$ cat src/rtl/adc_rd_pkg.sv
package adc_rd_pkg;
  localparam int TAG_W = 3;
  localparam logic [TAG_W-1:0] MODE_CYC  = 3'b110;
  localparam logic [TAG_W-1:0] MODE_FIFO = 3'b111;
endpackage

$ cat src/rtl/adc_rd_seq.sv
module adc_rd_seq
  import adc_rd_pkg::*;
#(
  parameter int NCH = 6
) (
  input  logic             clk,
  input  logic             rst,
  input  logic             cs_n,
  input  logic             rd_n,
  input  logic [TAG_W-1:0] addr,
  output logic             rd_start,
  output logic             rd_end,
  output logic             hold,
  output logic [TAG_W-1:0] mode_q,
  output logic [TAG_W-1:0] cyc_ptr
);
  localparam logic [TAG_W-1:0] LAST = TAG_W'(NCH - 1);

  logic rd_n_q;
  logic active_q;

  assign rd_start = rd_n_q & ~rd_n & ~cs_n;
  assign rd_end   = active_q & rd_n;
  assign hold     = active_q | (~rd_n & ~cs_n);

  always_ff @(posedge clk) begin
    if (rst) begin
      rd_n_q   <= 1'b1;
      active_q <= 1'b0;
      mode_q   <= '0;
      cyc_ptr  <= '0;
    end else begin
      rd_n_q <= rd_n;
      if (rd_start) begin
        active_q <= 1'b1;
        mode_q   <= addr;
      end else if (rd_end) begin
        active_q <= 1'b0;
        if (mode_q == MODE_CYC)
          cyc_ptr <= (cyc_ptr == LAST) ? '0 : cyc_ptr + 1'b1;
      end
    end
  end

  AST_CYC_RANGE: assert property (@(posedge clk) disable iff (rst)
    cyc_ptr <= LAST);
  AST_MODE_STABLE: assert property (@(posedge clk) disable iff (rst)
    active_q |=> $stable(mode_q));
  AST_CYC_STEP: assert property (@(posedge clk) disable iff (rst)
    (rd_end && mode_q == MODE_CYC && cyc_ptr != LAST) |=> cyc_ptr == $past(cyc_ptr) + 1'b1);
endmodule

$ cat src/rtl/adc_rd_defer.sv
module adc_rd_defer
  import adc_rd_pkg::*;
#(
  parameter int NCH = 6,
  parameter int DW  = 12
) (
  input  logic             clk,
  input  logic             rst,
  input  logic             hold,
  input  logic             in_valid,
  input  logic [TAG_W-1:0] in_chan,
  input  logic [DW-1:0]    in_data,
  output logic             wr_valid,
  output logic [TAG_W-1:0] wr_chan,
  output logic [DW-1:0]    wr_data
);
  logic [NCH-1:0] pend_v;
  logic [DW-1:0]  pend_d [NCH];
  logic           in_ok;
  logic           any_pend;
  logic           direct;
  logic           flush;
  logic [TAG_W-1:0] fidx;

  assign in_ok    = in_valid && (in_chan < TAG_W'(NCH));
  assign any_pend = |pend_v;
  assign direct   = in_ok && !hold && !any_pend;
  assign flush    = !hold && any_pend;

  always_comb begin
    fidx = '0;
    for (int i = NCH - 1; i >= 0; i--)
      if (pend_v[i]) fidx = TAG_W'(i);
  end

  always_comb begin
    wr_valid = direct | flush;
    wr_chan  = flush ? fidx : in_chan;
    wr_data  = flush ? pend_d[fidx] : in_data;
  end

  always_ff @(posedge clk) begin
    if (rst) begin
      pend_v <= '0;
    end else begin
      if (flush) pend_v[fidx] <= 1'b0;
      if (in_ok && !direct) pend_v[in_chan] <= 1'b1;
    end
  end

  always_ff @(posedge clk) begin
    if (in_ok && !direct) pend_d[in_chan] <= in_data;
  end

  AST_HELD_NO_WRITE: assert property (@(posedge clk) disable iff (rst)
    hold |-> !wr_valid);
  AST_PARK_SET: assert property (@(posedge clk) disable iff (rst)
    (in_ok && hold) |=> pend_v[$past(in_chan)]);
endmodule

$ cat src/rtl/adc_rd_fifo.sv
module adc_rd_fifo #(
  parameter int WW    = 15,
  parameter int DEPTH = 18
) (
  input  logic          clk,
  input  logic          rst,
  input  logic          push,
  input  logic [WW-1:0] push_data,
  input  logic          pop,
  output logic          empty,
  output logic [WW-1:0] head
);
  localparam int PW = $clog2(DEPTH);
  localparam int CW = $clog2(DEPTH + 1);
  localparam logic [PW-1:0] PLAST = PW'(DEPTH - 1);

  logic [WW-1:0] mem [DEPTH];
  logic [PW-1:0] wptr, rptr;
  logic [CW-1:0] cnt;
  logic          full;

  assign empty = (cnt == '0);
  assign full  = (cnt == CW'(DEPTH));
  assign head  = mem[rptr];

  always_ff @(posedge clk) begin
    if (push) mem[wptr] <= push_data;
  end

  always_ff @(posedge clk) begin
    if (rst) begin
      wptr <= '0;
      rptr <= '0;
      cnt  <= '0;
    end else if (push) begin
      wptr <= (wptr == PLAST) ? '0 : wptr + 1'b1;
      if (full) rptr <= (rptr == PLAST) ? '0 : rptr + 1'b1;
      else      cnt  <= cnt + 1'b1;
    end else if (pop && !empty) begin
      rptr <= (rptr == PLAST) ? '0 : rptr + 1'b1;
      cnt  <= cnt - 1'b1;
    end
  end

  AST_NO_PUSH_POP: assert property (@(posedge clk) disable iff (rst)
    !(push && pop));
  AST_CNT_LIMIT: assert property (@(posedge clk) disable iff (rst)
    cnt <= CW'(DEPTH));
  AST_FULL_STAYS: assert property (@(posedge clk) disable iff (rst)
    (full && push) |=> full);
endmodule

$ cat src/rtl/adc_readout_ctrl.sv
module adc_readout_ctrl
  import adc_rd_pkg::*;
#(
  parameter int NCH  = 6,
  parameter int DW   = 12,
  parameter int HIST = 3
) (
  input  logic                clk,
  input  logic                rst,
  input  logic                cs_n,
  input  logic                rd_n,
  input  logic [TAG_W-1:0]    addr,
  input  logic                res_valid,
  input  logic [TAG_W-1:0]    res_chan,
  input  logic [DW-1:0]       res_data,
  output logic [TAG_W+DW-1:0] rd_data
);
  localparam int WW    = TAG_W + DW;
  localparam int DEPTH = NCH * HIST;

  logic             rd_start, rd_end, hold;
  logic [TAG_W-1:0] mode_q, cyc_ptr;
  logic             wr_valid;
  logic [TAG_W-1:0] wr_chan;
  logic [DW-1:0]    wr_data;
  logic             fifo_empty;
  logic [WW-1:0]    fifo_head;
  logic [DW-1:0]    ch_q [NCH];
  logic [WW-1:0]    rd_next;

  adc_rd_seq #(.NCH(NCH)) u_seq (
    .clk(clk), .rst(rst), .cs_n(cs_n), .rd_n(rd_n), .addr(addr),
    .rd_start(rd_start), .rd_end(rd_end), .hold(hold),
    .mode_q(mode_q), .cyc_ptr(cyc_ptr)
  );

  adc_rd_defer #(.NCH(NCH), .DW(DW)) u_defer (
    .clk(clk), .rst(rst), .hold(hold),
    .in_valid(res_valid), .in_chan(res_chan), .in_data(res_data),
    .wr_valid(wr_valid), .wr_chan(wr_chan), .wr_data(wr_data)
  );

  adc_rd_fifo #(.WW(WW), .DEPTH(DEPTH)) u_fifo (
    .clk(clk), .rst(rst),
    .push(wr_valid && mode_q == MODE_FIFO),
    .push_data({wr_chan, wr_data}),
    .pop(rd_end && mode_q == MODE_FIFO),
    .empty(fifo_empty), .head(fifo_head)
  );

  generate
    for (genvar g = 0; g < NCH; g++) begin : g_ch
      always_ff @(posedge clk) begin
        if (rst)
          ch_q[g] <= '0;
        else if (wr_valid && wr_chan == TAG_W'(g))
          ch_q[g] <= wr_data;
      end
    end
  endgenerate

  always_comb begin
    rd_next = '0;
    if (addr == MODE_FIFO)
      rd_next = fifo_empty ? '0 : fifo_head;
    else if (addr == MODE_CYC)
      rd_next = {cyc_ptr, ch_q[cyc_ptr]};
    else if (addr < TAG_W'(NCH))
      rd_next = {addr, ch_q[addr]};
  end

  always_ff @(posedge clk) begin
    if (rst)            rd_data <= '0;
    else if (rd_start)  rd_data <= rd_next;
  end

  AST_DIRECT_TAG: assert property (@(posedge clk) disable iff (rst)
    (rd_start && addr < TAG_W'(NCH)) |=> rd_data[WW-1:DW] == $past(addr));
  AST_DATA_HELD: assert property (@(posedge clk) disable iff (rst)
    !rd_start |=> $stable(rd_data));
  AST_EMPTY_ZERO: assert property (@(posedge clk) disable iff (rst)
    (rd_start && addr == MODE_FIFO && fifo_empty) |=> rd_data == '0);
endmodule

$ cat config.mk
export PLATFORM = sky130hd
export DESIGN_NAME = adc_readout_ctrl
export DESIGN_NICKNAME = d
export VERILOG_FILES = /design/src/rtl/adc_rd_pkg.sv /design/src/rtl/adc_rd_seq.sv /design/src/rtl/adc_rd_defer.sv /design/src/rtl/adc_rd_fifo.sv /design/src/rtl/adc_readout_ctrl.sv
export SDC_FILE = /design/constraint.sdc
export NUM_CORES = 1
export LEC_CHECK = 0
export ABC_CLOCK_PERIOD_IN_PS = 4100
export BUFFER_PORTS_ARGS = -buffer_cell sky130_fd_sc_hd__buf_2
export CAP_MARGIN = 20
export CORE_MARGIN = 2
export CORE_UTILIZATION = 40
export CTS_CLUSTER_DIAMETER = 40
export DETAILED_ROUTE_END_ITERATION = 10
export PLACE_DENSITY = 0.53
export SLEW_MARGIN = 5
export SYNTH_ARGS = -nofsm -noshare
export SYNTH_HDL_FRONTEND = slang
export SYNTH_SLANG_ARGS = --single-unit
$ cat constraint.sdc
create_clock -name clk -period 4.1 [get_ports clk]
set_input_delay 0.41 -clock clk [delete_from_list [all_inputs] [get_ports clk]]
set_output_delay 0.41 -clock clk [all_outputs]
set_load 0.02 [all_outputs]
==> results of run 1 <==
[metrics by stage]
stage	utilization (%)	power, W	worst slack, ns
floorplan	-	0.00567	1.21
global placement	42.8	0.00589	0.945
detailed placement	42.8	0.00590	1.00
CTS	47.3	0.0115	0.976
global route	47.3	0.0118	0.685
finish	47.3	0.0114	0.951
[sequential cells by signal (all words and copies together) (netlist names), named ones only]
signal and count:
u_seq.mode_q 3, u_seq.active_q 1, u_fifo.cnt 5, u_seq.cyc_ptr 3, u_seq.rd_n_q 1, u_defer.pend_v 6
rd_data 15, u_fifo.wptr 5, u_fifo.mem 270, u_fifo.rptr 5, ch_q 72, u_defer.pend_d 72
[layout make-up]
| type | instances | area (um^2) |
|---|---|---|
| multi-input cells | 750 | 5780 |
| clock buffers | 66 | 1560 |
| repair buffers | 112 | 748 |
| fillers | 4242 | 25600 |
| flip-flops and latches | 466 | 13500 |
| clock inverters | 50 | 629 |
| inverters | 17 | 63.8 |
| well taps | 622 | 778 |
[layout by cell type, fill, tap and decap left out, types with 42 or more instances in the layout]
master / instances
edfxtp_1: 414
mux2i_1: 87
a21oi_1: 76
buf_4: 75
nor2_1: 70
clkbuf_16: 61
o21ai_0: 55
nor3_1: 50
dfxtp_1: 49
mux4_2: 48
nand2_1: 42
[final timing paths]
check / start / endpoint / slack [ns] / cells after the start
worst max register to register: u_defer.pend_v[0]$_SDFF_PP0_ / u_fifo.mem[3][4]$_DFFE_PP_ / 0.95 / 6
worst min-delay path: rd_n / u_seq.rd_n_q$_SDFF_PP1_ / 0.08 / 2
worst max-delay path: u_defer.pend_v[0]$_SDFF_PP0_ / u_fifo.mem[3][4]$_DFFE_PP_ / 0.95 / 6
worst min register to register: u_seq.mode_q[2]$_SDFFE_PP0P_ / u_seq.mode_q[2]$_SDFFE_PP0P_ / 0.47 / 2
[cells by family after synthesis]
logic type	after synthesis	share of synthesized area (%)
DFF	466	68.7
adders and majority gates	10	0.676
xor gates and xnor gates	8	0.357
muxes	166	11.7
and+or+nand+nor	268	6.66
buffers and inverters	96	1.99
AOI/OAI and AO/OA	298	9.92
[power breakdown]
part / internal, W / total [W] / switching (W)
registers: 0.00527 / 0.00530 / 0.0000346
clock network: 0.00344 / 0.00563 / 0.00219
logic: 0.000140 / 0.000499 / 0.000359
[routing by layer]
metal | wire length (um) | vias to the layer above | global-route usage (%)
li1 | - | 5434 | -
met1 | 24500 | 6179 | 31.4
met2 | 23600 | 393 | 31.9
met3 | 3280 | 64 | 3.39
met4 | 759 | 0 | 4.72
met5 | 0 | - | 0
==> metrics, run 1 <==
initial drt markers 1,289; Final min period 3.15 ns; CTS-repair resized insts 0; Clk Latency, worst-skew pair 0.63 ns; wire per inst 25.1 um; Syn Area/Cell 15.0 um^2; initial antenna violation count 1; dpl hpwl 34,000 um; max cap viols 0; number of global-route vias before repair 12,000; chip height 225 um; DP Cell Count 1,966; syn_nets 1,345; design area 0.0230 mm^2; Post-DRT Antenna Nets 0; die area 0.0508 mm^2; CP Class flip-flop to flip-flop; Post-synth top flop edfxtp_1; yosys warns 0; post-synth top area cell edfxtp_1; crit path launch type flip-flop; Mapped Cells 1,312; CTS clock-pin slew for the worst setup and hold paths 0.06 ns; hold_ws 0.0758 ns; crit path capture type flip-flop; Core ar. 0.0486 mm^2; buffers and inverters on the worst path 1; Layout Nets 1,441; Detailed Route WL 52,200 um; leakage power 7.54 nW; asr flop ratio synth 0%; TritonCTS clock tree built; Starting Density 40.3%; CP peak stage delay 0.63 ns; post-synthesis sequential area ratio 68.7%; Final Hold Fails 0; Synth cell types 69; Synth top area share 63.4%; Post-synth top cells 414 x edfxtp_1, 87 x mux2i_1, 76 x a21oi_1; setup TNS 0 ns; Crit Path Max Fanout 18; All-Layer GR Usage 20.9%; CTS Hold Bufs 0; critical path required time 4.42 ns; status complete, no violations; Fmax 0.318 GHz; I/O Buffers 37; share of cells above drive strength 1 22.2%; antenna cells 0; Root Driver clkbuf_16; number of synthesized flops with an enable pin 414; Finished Layout Cells 2,083; number of buffers created by CTS 61; Final period util 76.8%; Peak VDD IR 0.307 mV; 1st-pass router iterations 5; Top Ports 38; slowest library cell on the worst path nor4_1; count leader, synth edfxtp_1; Worst slew margin 34.4%; Rows 81; unrepaired setup endpoints after global routing no; Syn-to-layout area delta 17.4%; Final setup violation count 0; #FFs+latches synth 466; Final Max Slew Viols 0; cells along the critical path nor4_1 > nand3_1 > nor2_1 > a222oi_1 > buf_4 > nand2_1; Hold Path Class primary input to flip-flop; Vias/cell 5.79; remaining global-route overflow 0; die width 225 um; clock tree buffer depth 3; Power Density 496 mW/mm^2; DR DRC count 0; placed cell areas 0.0208 mm^2; Top delay family on crit path simple AND/OR/NAND/NOR gates; largest cells by area after synthesis edfxtp_1 63%, mux4_2 5.5%, dfxtp_1 5.3%; setup bufs post-CTS 0; Post-Syn Area 0.0196 mm^2; total number of vias 12,100; Final Skew 0.0180 ns; CTS Sinks 466; maximum number of pins on one net before global-route repair 33; CP arrival 3.47 ns; first-pass GRT wire length 78,100 um; H-tree depth 2; Placer Congestion 0.822; Least-Margin Pin Slew 0.983 ns
(Power assumes the default switching activity.)
==> run 2, diff against run 1 <==
- ABC_AREA: not set -> 1
- ABC_CLOCK_PERIOD_IN_PS: 4100 -> 2550
- PLACE_DENSITY: 0.53 -> 0.55
- clock period: 4.1 -> 2.55 ns (I/O delays scaled with it)
==> run 2 against run 1 <==
  * Highest routed layer unchanged
  * Flip-flop and latch count did not move
  * Largest cell class unchanged
  * Hold slack got worse by 0.039 ns
  * Cell count increased by 32%
  * Sequential power grew 62%
==> metrics, run 2 <==
status complete, no violations (unchanged); Final Max Slew Viols 0 (unchanged); dpl hpwl 35,000 um (was 34,000 um); Mapped Cells 1,891 (was 1,312); Worst slew margin 44.5% (was 34.4%); largest cells by area after synthesis edfxtp_1 62%, dfxtp_1 5.2%, nor2_1 5.1% (was edfxtp_1 63%, mux4_2 5.5%, dfxtp_1 5.3%); Post-Syn Area 0.0202 mm^2 (was 0.0196 mm^2); placed cell areas 0.0217 mm^2 (was 0.0208 mm^2); remaining global-route overflow 0 (unchanged); number of synthesized flops with an enable pin 414 (unchanged); TritonCTS clock tree built (unchanged); Syn-to-layout area delta 20.8% (was 17.4%); Post-synth top flop edfxtp_1 (unchanged); crit path launch type primary input (was flip-flop); max reg flops 270 (unchanged); 1st-pass router iterations 5 (unchanged); chip height 229 um (was 225 um); Hold Path Class primary input to flip-flop (unchanged); Rows 82 (was 81); Post-synth top cells 414 x edfxtp_1, 273 x nor2_1, 241 x nand2_1 (was 414 x edfxtp_1, 87 x mux2i_1, 76 x a21oi_1); total number of vias 14,600 (was 12,100); Layout Nets 2,048 (was 1,441); crit path capture type flip-flop (unchanged); commonest non-fill, non-tap cell in the layout edfxtp_1 (unchanged); Final Hold Fails 0 (unchanged); Root Driver clkbuf_16 (unchanged); most frequent cells in the layout 414 x edfxtp_1, 270 x nor2_1, 241 x nand2_1 (was 414 x edfxtp_1, 87 x mux2i_1, 76 x a21oi_1); Post-Synth Adder-Cell Area 0.656% (was 0.676%); max cap viols 0 (unchanged); number of buffers created by CTS 74 (was 61); initial drt markers 1,139 (was 1,289); Vias/cell 5.31 (was 5.79); Crit Path Max Fanout 15 (was 18); unrepaired setup endpoints after global routing no (unchanged); worst setup margin 0.217 ns (was 0.951 ns); Final min period 2.33 ns; Synth cell types 41 (was 69); leakage power 9.03 nW (was 7.54 nW); hold_ws 0.0365 ns (was 0.0758 ns); I/O Buffers 37 (unchanged); All-Layer GR Usage 21.2% (was 20.9%); Core ar. 0.0501 mm^2 (was 0.0486 mm^2); Detailed Route WL 55,600 um (was 52,200 um); Top Ports 38 (unchanged); Compound-Gate Fraction of Synth Area 12.4% (was 9.92%); CP Class primary input to flip-flop (was flip-flop to flip-flop); Post-DRT Antenna Nets 0 (unchanged); Place WS 0.217 ns (was 1.00 ns); Syn Area/Cell 10.7 um^2 (was 15.0 um^2); Placer Congestion 0.845 (was 0.822); post-synthesis sequential area ratio 66.7% (was 68.7%); syn_nets 1,924 (was 1,345); initial antenna violation count 1 (unchanged); post-synthesis mux area share 0% (was 11.7%); critical path required time 2.84 ns (was 4.42 ns); die width 229 um (was 225 um); post-synth top area cell edfxtp_1 (unchanged); Fmax 0.429 GHz; maximum number of pins on one net before global-route repair 103 (was 33); clock tree buffer depth 3 (unchanged); asr flop ratio synth 0% (unchanged); Top reg by flops u_fifo.mem (unchanged); Synth top area share 61.5% (was 63.4%); setup bufs post-CTS 0 (unchanged); Starting Density 40.4% (was 40.3%); yosys warns 0 (unchanged); CTS Sinks 466 (unchanged); H-tree depth 3 (was 2); Clk Latency, worst-skew pair 0.62 ns (was 0.63 ns); CP arrival 2.62 ns (was 3.47 ns); design area 0.0244 mm^2 (was 0.0230 mm^2); Peak VDD IR 0.481 mV (was 0.307 mV); largest family of logic cells by synthesized area simple AND/OR/NAND/NOR gates (was multiplexers); Final Skew 0.0212 ns (was 0.0180 ns); number of global-route vias before repair 14,300 (was 12,000); wire per inst 20.2 um (was 25.1 um); Post-Synth XOR/XNOR Area 0.130% (was 0.357%); largest registers u_fifo.mem (270), ch_q (72), u_defer.pend_d (72) (unchanged); CTS clock-pin slew for the worst setup and hold paths 0.05 ns (was 0.06 ns); Final period util 91.5%; first-pass GRT wire length 85,000 um (was 78,100 um); share of cells above drive strength 1 15.5% (was 22.2%); Final setup violation count 0 (unchanged); antenna cells 0 (unchanged); Power Density 819 mW/mm^2 (was 496 mW/mm^2); Least-Margin Pin Slew 0.831 ns (was 0.983 ns); DR DRC count 0 (unchanged); die area 0.0523 mm^2 (was 0.0508 mm^2); #FFs+latches synth 466 (unchanged); count leader, synth edfxtp_1 (unchanged); Post-Synth Simple-Gate Area 15.3% (was 6.66%)
[run 2: cell types whose count changed after synthesis, sizes merged, moves of 87 or more]
cell   delta
nor2    +211
nand2   +202
o21ai   +135
inv     +123
nand3    +94
a21oi    +91
mux2i    -87
[run 2: logic make-up after synthesis]
family                     Yosys count
buffers and inverters              246
and+or+nand+nor                    716
DFF                                466
AOI/OAI and AO/OA                  450
adders and majority gates           10
xor gates and xnor gates             3
[run 2: where the power goes]
| part | total, W | switching (W) | internal, W |
|---|---|---|---|
| combinational | 0.00101 | 0.000745 | 0.000264 |
| clock | 0.0104 | 0.00378 | 0.00662 |
| sequential | 0.00860 | 0.0000537 | 0.00854 |
| total | 0.0200 | 0.00458 | 0.0154 |
[run 2: worst paths after layout]
path | startpoint | end | slack [ns] | depth (start not counted)
worst max-delay path | res_chan[1] | u_fifo.mem[16][5]$_DFFE_PP_ | 0.22 | 11
worst min-delay path | res_chan[2] | u_defer.pend_v[0]$_SDFF_PP0_ | 0.04 | 4
worst max register to register | u_defer.pend_v[2]$_SDFF_PP0_ | u_fifo.mem[10][1]$_DFFE_PP_ | 0.23 | 11
worst min register to register | u_seq.mode_q[0]$_SDFFE_PP0P_ | u_seq.mode_q[0]$_SDFFE_PP0P_ | 0.47 | 2
[run 2: cell type report]
type,count,area (um^2)
repair buffers,153,1190
multi-input cells,1179,5790
well taps,672,841
inverters,141,532
fillers,4596,25600
clock inverters,47,536
flip-flops and latches,466,13500
clock buffers,90,2050
[run 2: metal layers]
layer	GRT usage [%]	vias up	share of wire (%)
met4	8.71	0	3.6
li1	-	6929	-
met3	3.42	133	4.7
met1	28.3	7117	44
met2	34.5	420	47
met5	0	-	0
[run 2: through the flow]
step / setup TNS [ns] / total power (W) / cells / utilization, %
after floorplan: -0.600 / 0.00927 / 1891 / -
after global placement: 0 / 0.00971 / 2597 / 43.3
after detailed placement: 0 / 0.00973 / 2597 / 43.3
after CTS: 0 / 0.0201 / 2748 / 48.8
after global routing: 0 / 0.0206 / 2748 / 48.8
final: 0 / 0.0200 / 2748 / 48.8
[run 2: critical path, stage by stage]
cell and delay (ns):
dlygate4sd3_1 0.54, buf_2 0.14, a21boi_0 0.35, nand2_1 0.12
nand2_1 0.18, nand2_2 0.10, inv_2 0.08, buf_4 0.15
nand2_1 0.21, nor4_4 0.19, buf_4 0.30
[run 2: repair_timing]
item                                   CTS  global route
resized for setup                        0             0
hold buffers                            14             0
endpoints found under the hold margin   75             0
==> run 3, diff against run 2 <==
- ABC_AREA: 1 -> 0
- ABC_CLOCK_PERIOD_IN_PS: 2550 -> not set
==> run 3 against run 2 <==
  * Die area fell by 2.9%
  * Hold slack improved by 0.045 ns
  * Cell count fell by 21%
  * Register-to-register slack worse by 0.17 ns
  * Count of clock-buffer cells in the layout down 3
  * Sequential share of layout area is 0.23 points higher
  * Clock power about the same
  * Design area shrank 0.43%
  * Setup slack got worse by 0.16 ns
==> metrics, run 3 (synthesized netlist as in run 1, its figures left out) <==
Starting Density 40.3% (was 40.4%); DR DRC count 0 (unchanged); Final min period 2.49 ns (was 2.33 ns); r2r setup slk 0.06 ns (was 0.23 ns); most frequent cells in the layout 414 x edfxtp_1, 121 x buf_4, 87 x mux2i_1 (was 414 x edfxtp_1, 270 x nor2_1, 241 x nand2_1); Placer Congestion 0.833 (was 0.845); Post-DRT Antenna Nets 0 (unchanged); Clk Latency, worst-skew pair 0.61 ns (was 0.62 ns); remaining global-route overflow 0 (unchanged); design area 0.0243 mm^2 (was 0.0244 mm^2); slowest library cell on the worst path dfxtp_4 (was dlygate4sd3_1); Root Driver clkbuf_16 (unchanged); unrepaired setup endpoints after global routing yes (was no); CTS clock-pin slew for the worst setup and hold paths 0.05 ns (about the same); Internal Power 0.0152 W (was 0.0154 W); largest registers u_fifo.mem (270), ch_q (72), u_defer.pend_d (72) (unchanged); commonest non-fill, non-tap cell in the layout edfxtp_1 (unchanged); Final Skew 0.0267 ns (was 0.0212 ns); Layout Nets 1,532 (was 2,048); antenna cells 0 (unchanged); die area 0.0508 mm^2 (was 0.0523 mm^2); Top reg by flops u_fifo.mem (unchanged); total number of vias 12,300 (was 14,600); All-Layer GR Usage 21.0% (was 21.2%); Final period util 97.7% (was 91.5%); max reg flops 270 (unchanged); initial drt markers 1,166 (was 1,139); cells along the critical path buf_4 > mux4_2 > a22o_1 > o31ai_1 > buf_4 > a31oi_1 (was dlygate4sd3_1 > buf_2 > a21boi_0 > nand2_1 > nand2_1 > nand2_2 > inv_2 > buf_4 > nand2_1 > nor4_4 > buf_4); Top Ports 38 (unchanged); CP dominant cell by count buf_4 (was nand2_1); share of cells above drive strength 1 26.3% (was 15.5%); Worst slew margin 46.7% (was 44.5%); die width 225 um (was 229 um); Flop pwr share 43.5% (was 43.0%); Final Hold Fails 0 (unchanged); chip height 225 um (was 229 um); hold_ws 0.0813 ns (was 0.0365 ns); crit path launch type flip-flop (was primary input); Rows 81 (was 82); Syn-to-layout area delta 23.9% (was 20.8%); Peak VDD IR 0.733 mV (was 0.481 mV); Power Density 806 mW/mm^2 (was 819 mW/mm^2); critical path required time 3.03 ns (was 2.84 ns); max cap viols 0 (unchanged); Psw 0.00437 W (was 0.00458 W); placed cell areas 0.0216 mm^2 (was 0.0217 mm^2); CTS Sinks 466 (unchanged); leakage power 8.20 nW (was 9.03 nW); number of buffers created by CTS 73 (was 74); CP peak stage delay 0.59 ns (was 0.54 ns); Top delay family on crit path compound AO/OA/AOI/OAI gates (was buffers and inverters); Fillers 4,157 (was 4,596); Fmax 0.401 GHz (was 0.429 GHz); I/O Buffers 37 (unchanged); number of global-route vias before repair 12,200 (was 14,300); Final setup violation count 0 (unchanged); wire per inst 24.0 um (was 20.2 um); Storage cell area 0.0135 mm^2 (about the same); CP Class flip-flop to flip-flop (was primary input to flip-flop); clock share of power 51.5% (was 52.0%); clock tree buffer depth 3 (unchanged); maximum number of pins on one net before global-route repair 37 (was 103); Crit Path Max Fanout 19 (was 15); 1st-pass router iterations 6 (was 5); status complete, no violations (unchanged); first-pass GRT wire length 77,800 um (was 85,000 um); initial antenna violation count 1 (unchanged); Multi-input gate area 0.00583 mm^2 (was 0.00579 mm^2); dpl hpwl 34,000 um (was 35,000 um); sw frac 22.3% (was 22.9%); Least-Margin Pin Slew 0.799 ns (was 0.831 ns); TritonCTS clock tree built (unchanged); Core ar. 0.0486 mm^2 (was 0.0501 mm^2); CP arrival 2.97 ns (was 2.62 ns); buffers and inverters on the worst path 2 (was 5); Detailed Route WL 52,400 um (was 55,600 um); Final Max Slew Viols 0 (unchanged); crit path capture type flip-flop (unchanged); H-tree depth 3 (unchanged); Vias/cell 5.63 (was 5.31); combinational power share 5.0% (about the same); Hold Path Class primary input to flip-flop (unchanged)
-- run 3: changes by cell type in the layout (fill, tap and decap cells not counted), sizes merged, moves of 87 or more --
cell   delta
a21oi    -91
inv     -123
mux2i    +87
nand2   -202
nand3    -94
nor2    -211
o21ai   -135
-- run 3: path summary, 6_finish.rpt --
check | from | depth (start not counted) | endpoint
worst max-delay path | flip-flop | 6 | rd_data[0]$_SDFFE_PP0P_
worst min-delay path | res_chan[0] | 3 | u_defer.pend_v[3]$_SDFF_PP0_
worst max register to register | flip-flop | 6 | rd_data[0]$_SDFFE_PP0P_
worst min register to register | u_seq.mode_q[1]$_SDFFE_PP0P_ | 2 | u_seq.mode_q[1]$_SDFFE_PP0P_
-- run 3: what timing repair did --
action / CTS / global route
hold buffers: 13 / 0
buffers inserted: 3 / 1
gates resized for setup: 2 / 8
pin swaps: 2 / 2
hold endpoints to repair: 74 / 0
cloned: 0 / 0
endpoints found under the setup margin: 31 / 121
-- run 3: worst min-delay path, stage by stage --
cell and delay (ns):
buf_2 0.18, nand3_1 0.13, a21oi_1 0.06
-- run 3: area by class of cell --
class | instances | area share, %
Inverter | 17 | 0.262
Clock inverter | 47 | 2.24
Clock buffer | 87 | 8.20
Tap cell | 622 | 3.20
Sequential cell | 466 | 55.4
Timing Repair Buffer | 191 | 6.68
Multi-Input combinational cell | 750 | 24.0
-- run 3: metal layers --
| metal | track usage, % | up-vias | wire length [um] |
|---|---|---|---|
| li1 | - | 5618 | - |
| met1 | 29.5 | 6189 | 23300 |
| met2 | 32.7 | 380 | 24200 |
| met3 | 4.22 | 90 | 3390 |
| met4 | 7.26 | 2 | 1500 |
| met5 | 0 | - | 13 |
-- run 3: stage by stage --
| stage | instances | worst slack (ns) | utilization (%) | setup TNS [ns] | power (W) |
|---|---|---|---|---|---|
| 5_1_grt | 2180 | -0.0327 | 50.0 | -0.108 | 0.0202 |
| 6_report | 2180 | 0.0581 | 50.0 | 0 | 0.0196 |
| 3_3_place_gp | 2029 | -0.127 | 44.3 | -2.32 | 0.00962 |
| 2_1_floorplan | 1312 | -0.304 | - | -7.38 | 0.00911 |
| 3_5_place_dp | 2029 | -0.111 | 44.3 | -1.99 | 0.00963 |
| 4_1_cts | 2179 | 0.00203 | 49.9 | 0 | 0.0198 |
-- run 3: power by group through the flow --
stage / clock, W / sequential [W] / combinational, W
after floorplan: 0 / 0.00868 / 0.000436
after global placement: 0 / 0.00868 / 0.000938
after detailed placement: 0 / 0.00868 / 0.000951
after CTS: 0.0103 / 0.00853 / 0.000974
after global routing: 0.0106 / 0.00853 / 0.00105
final: 0.0101 / 0.00853 / 0.000984
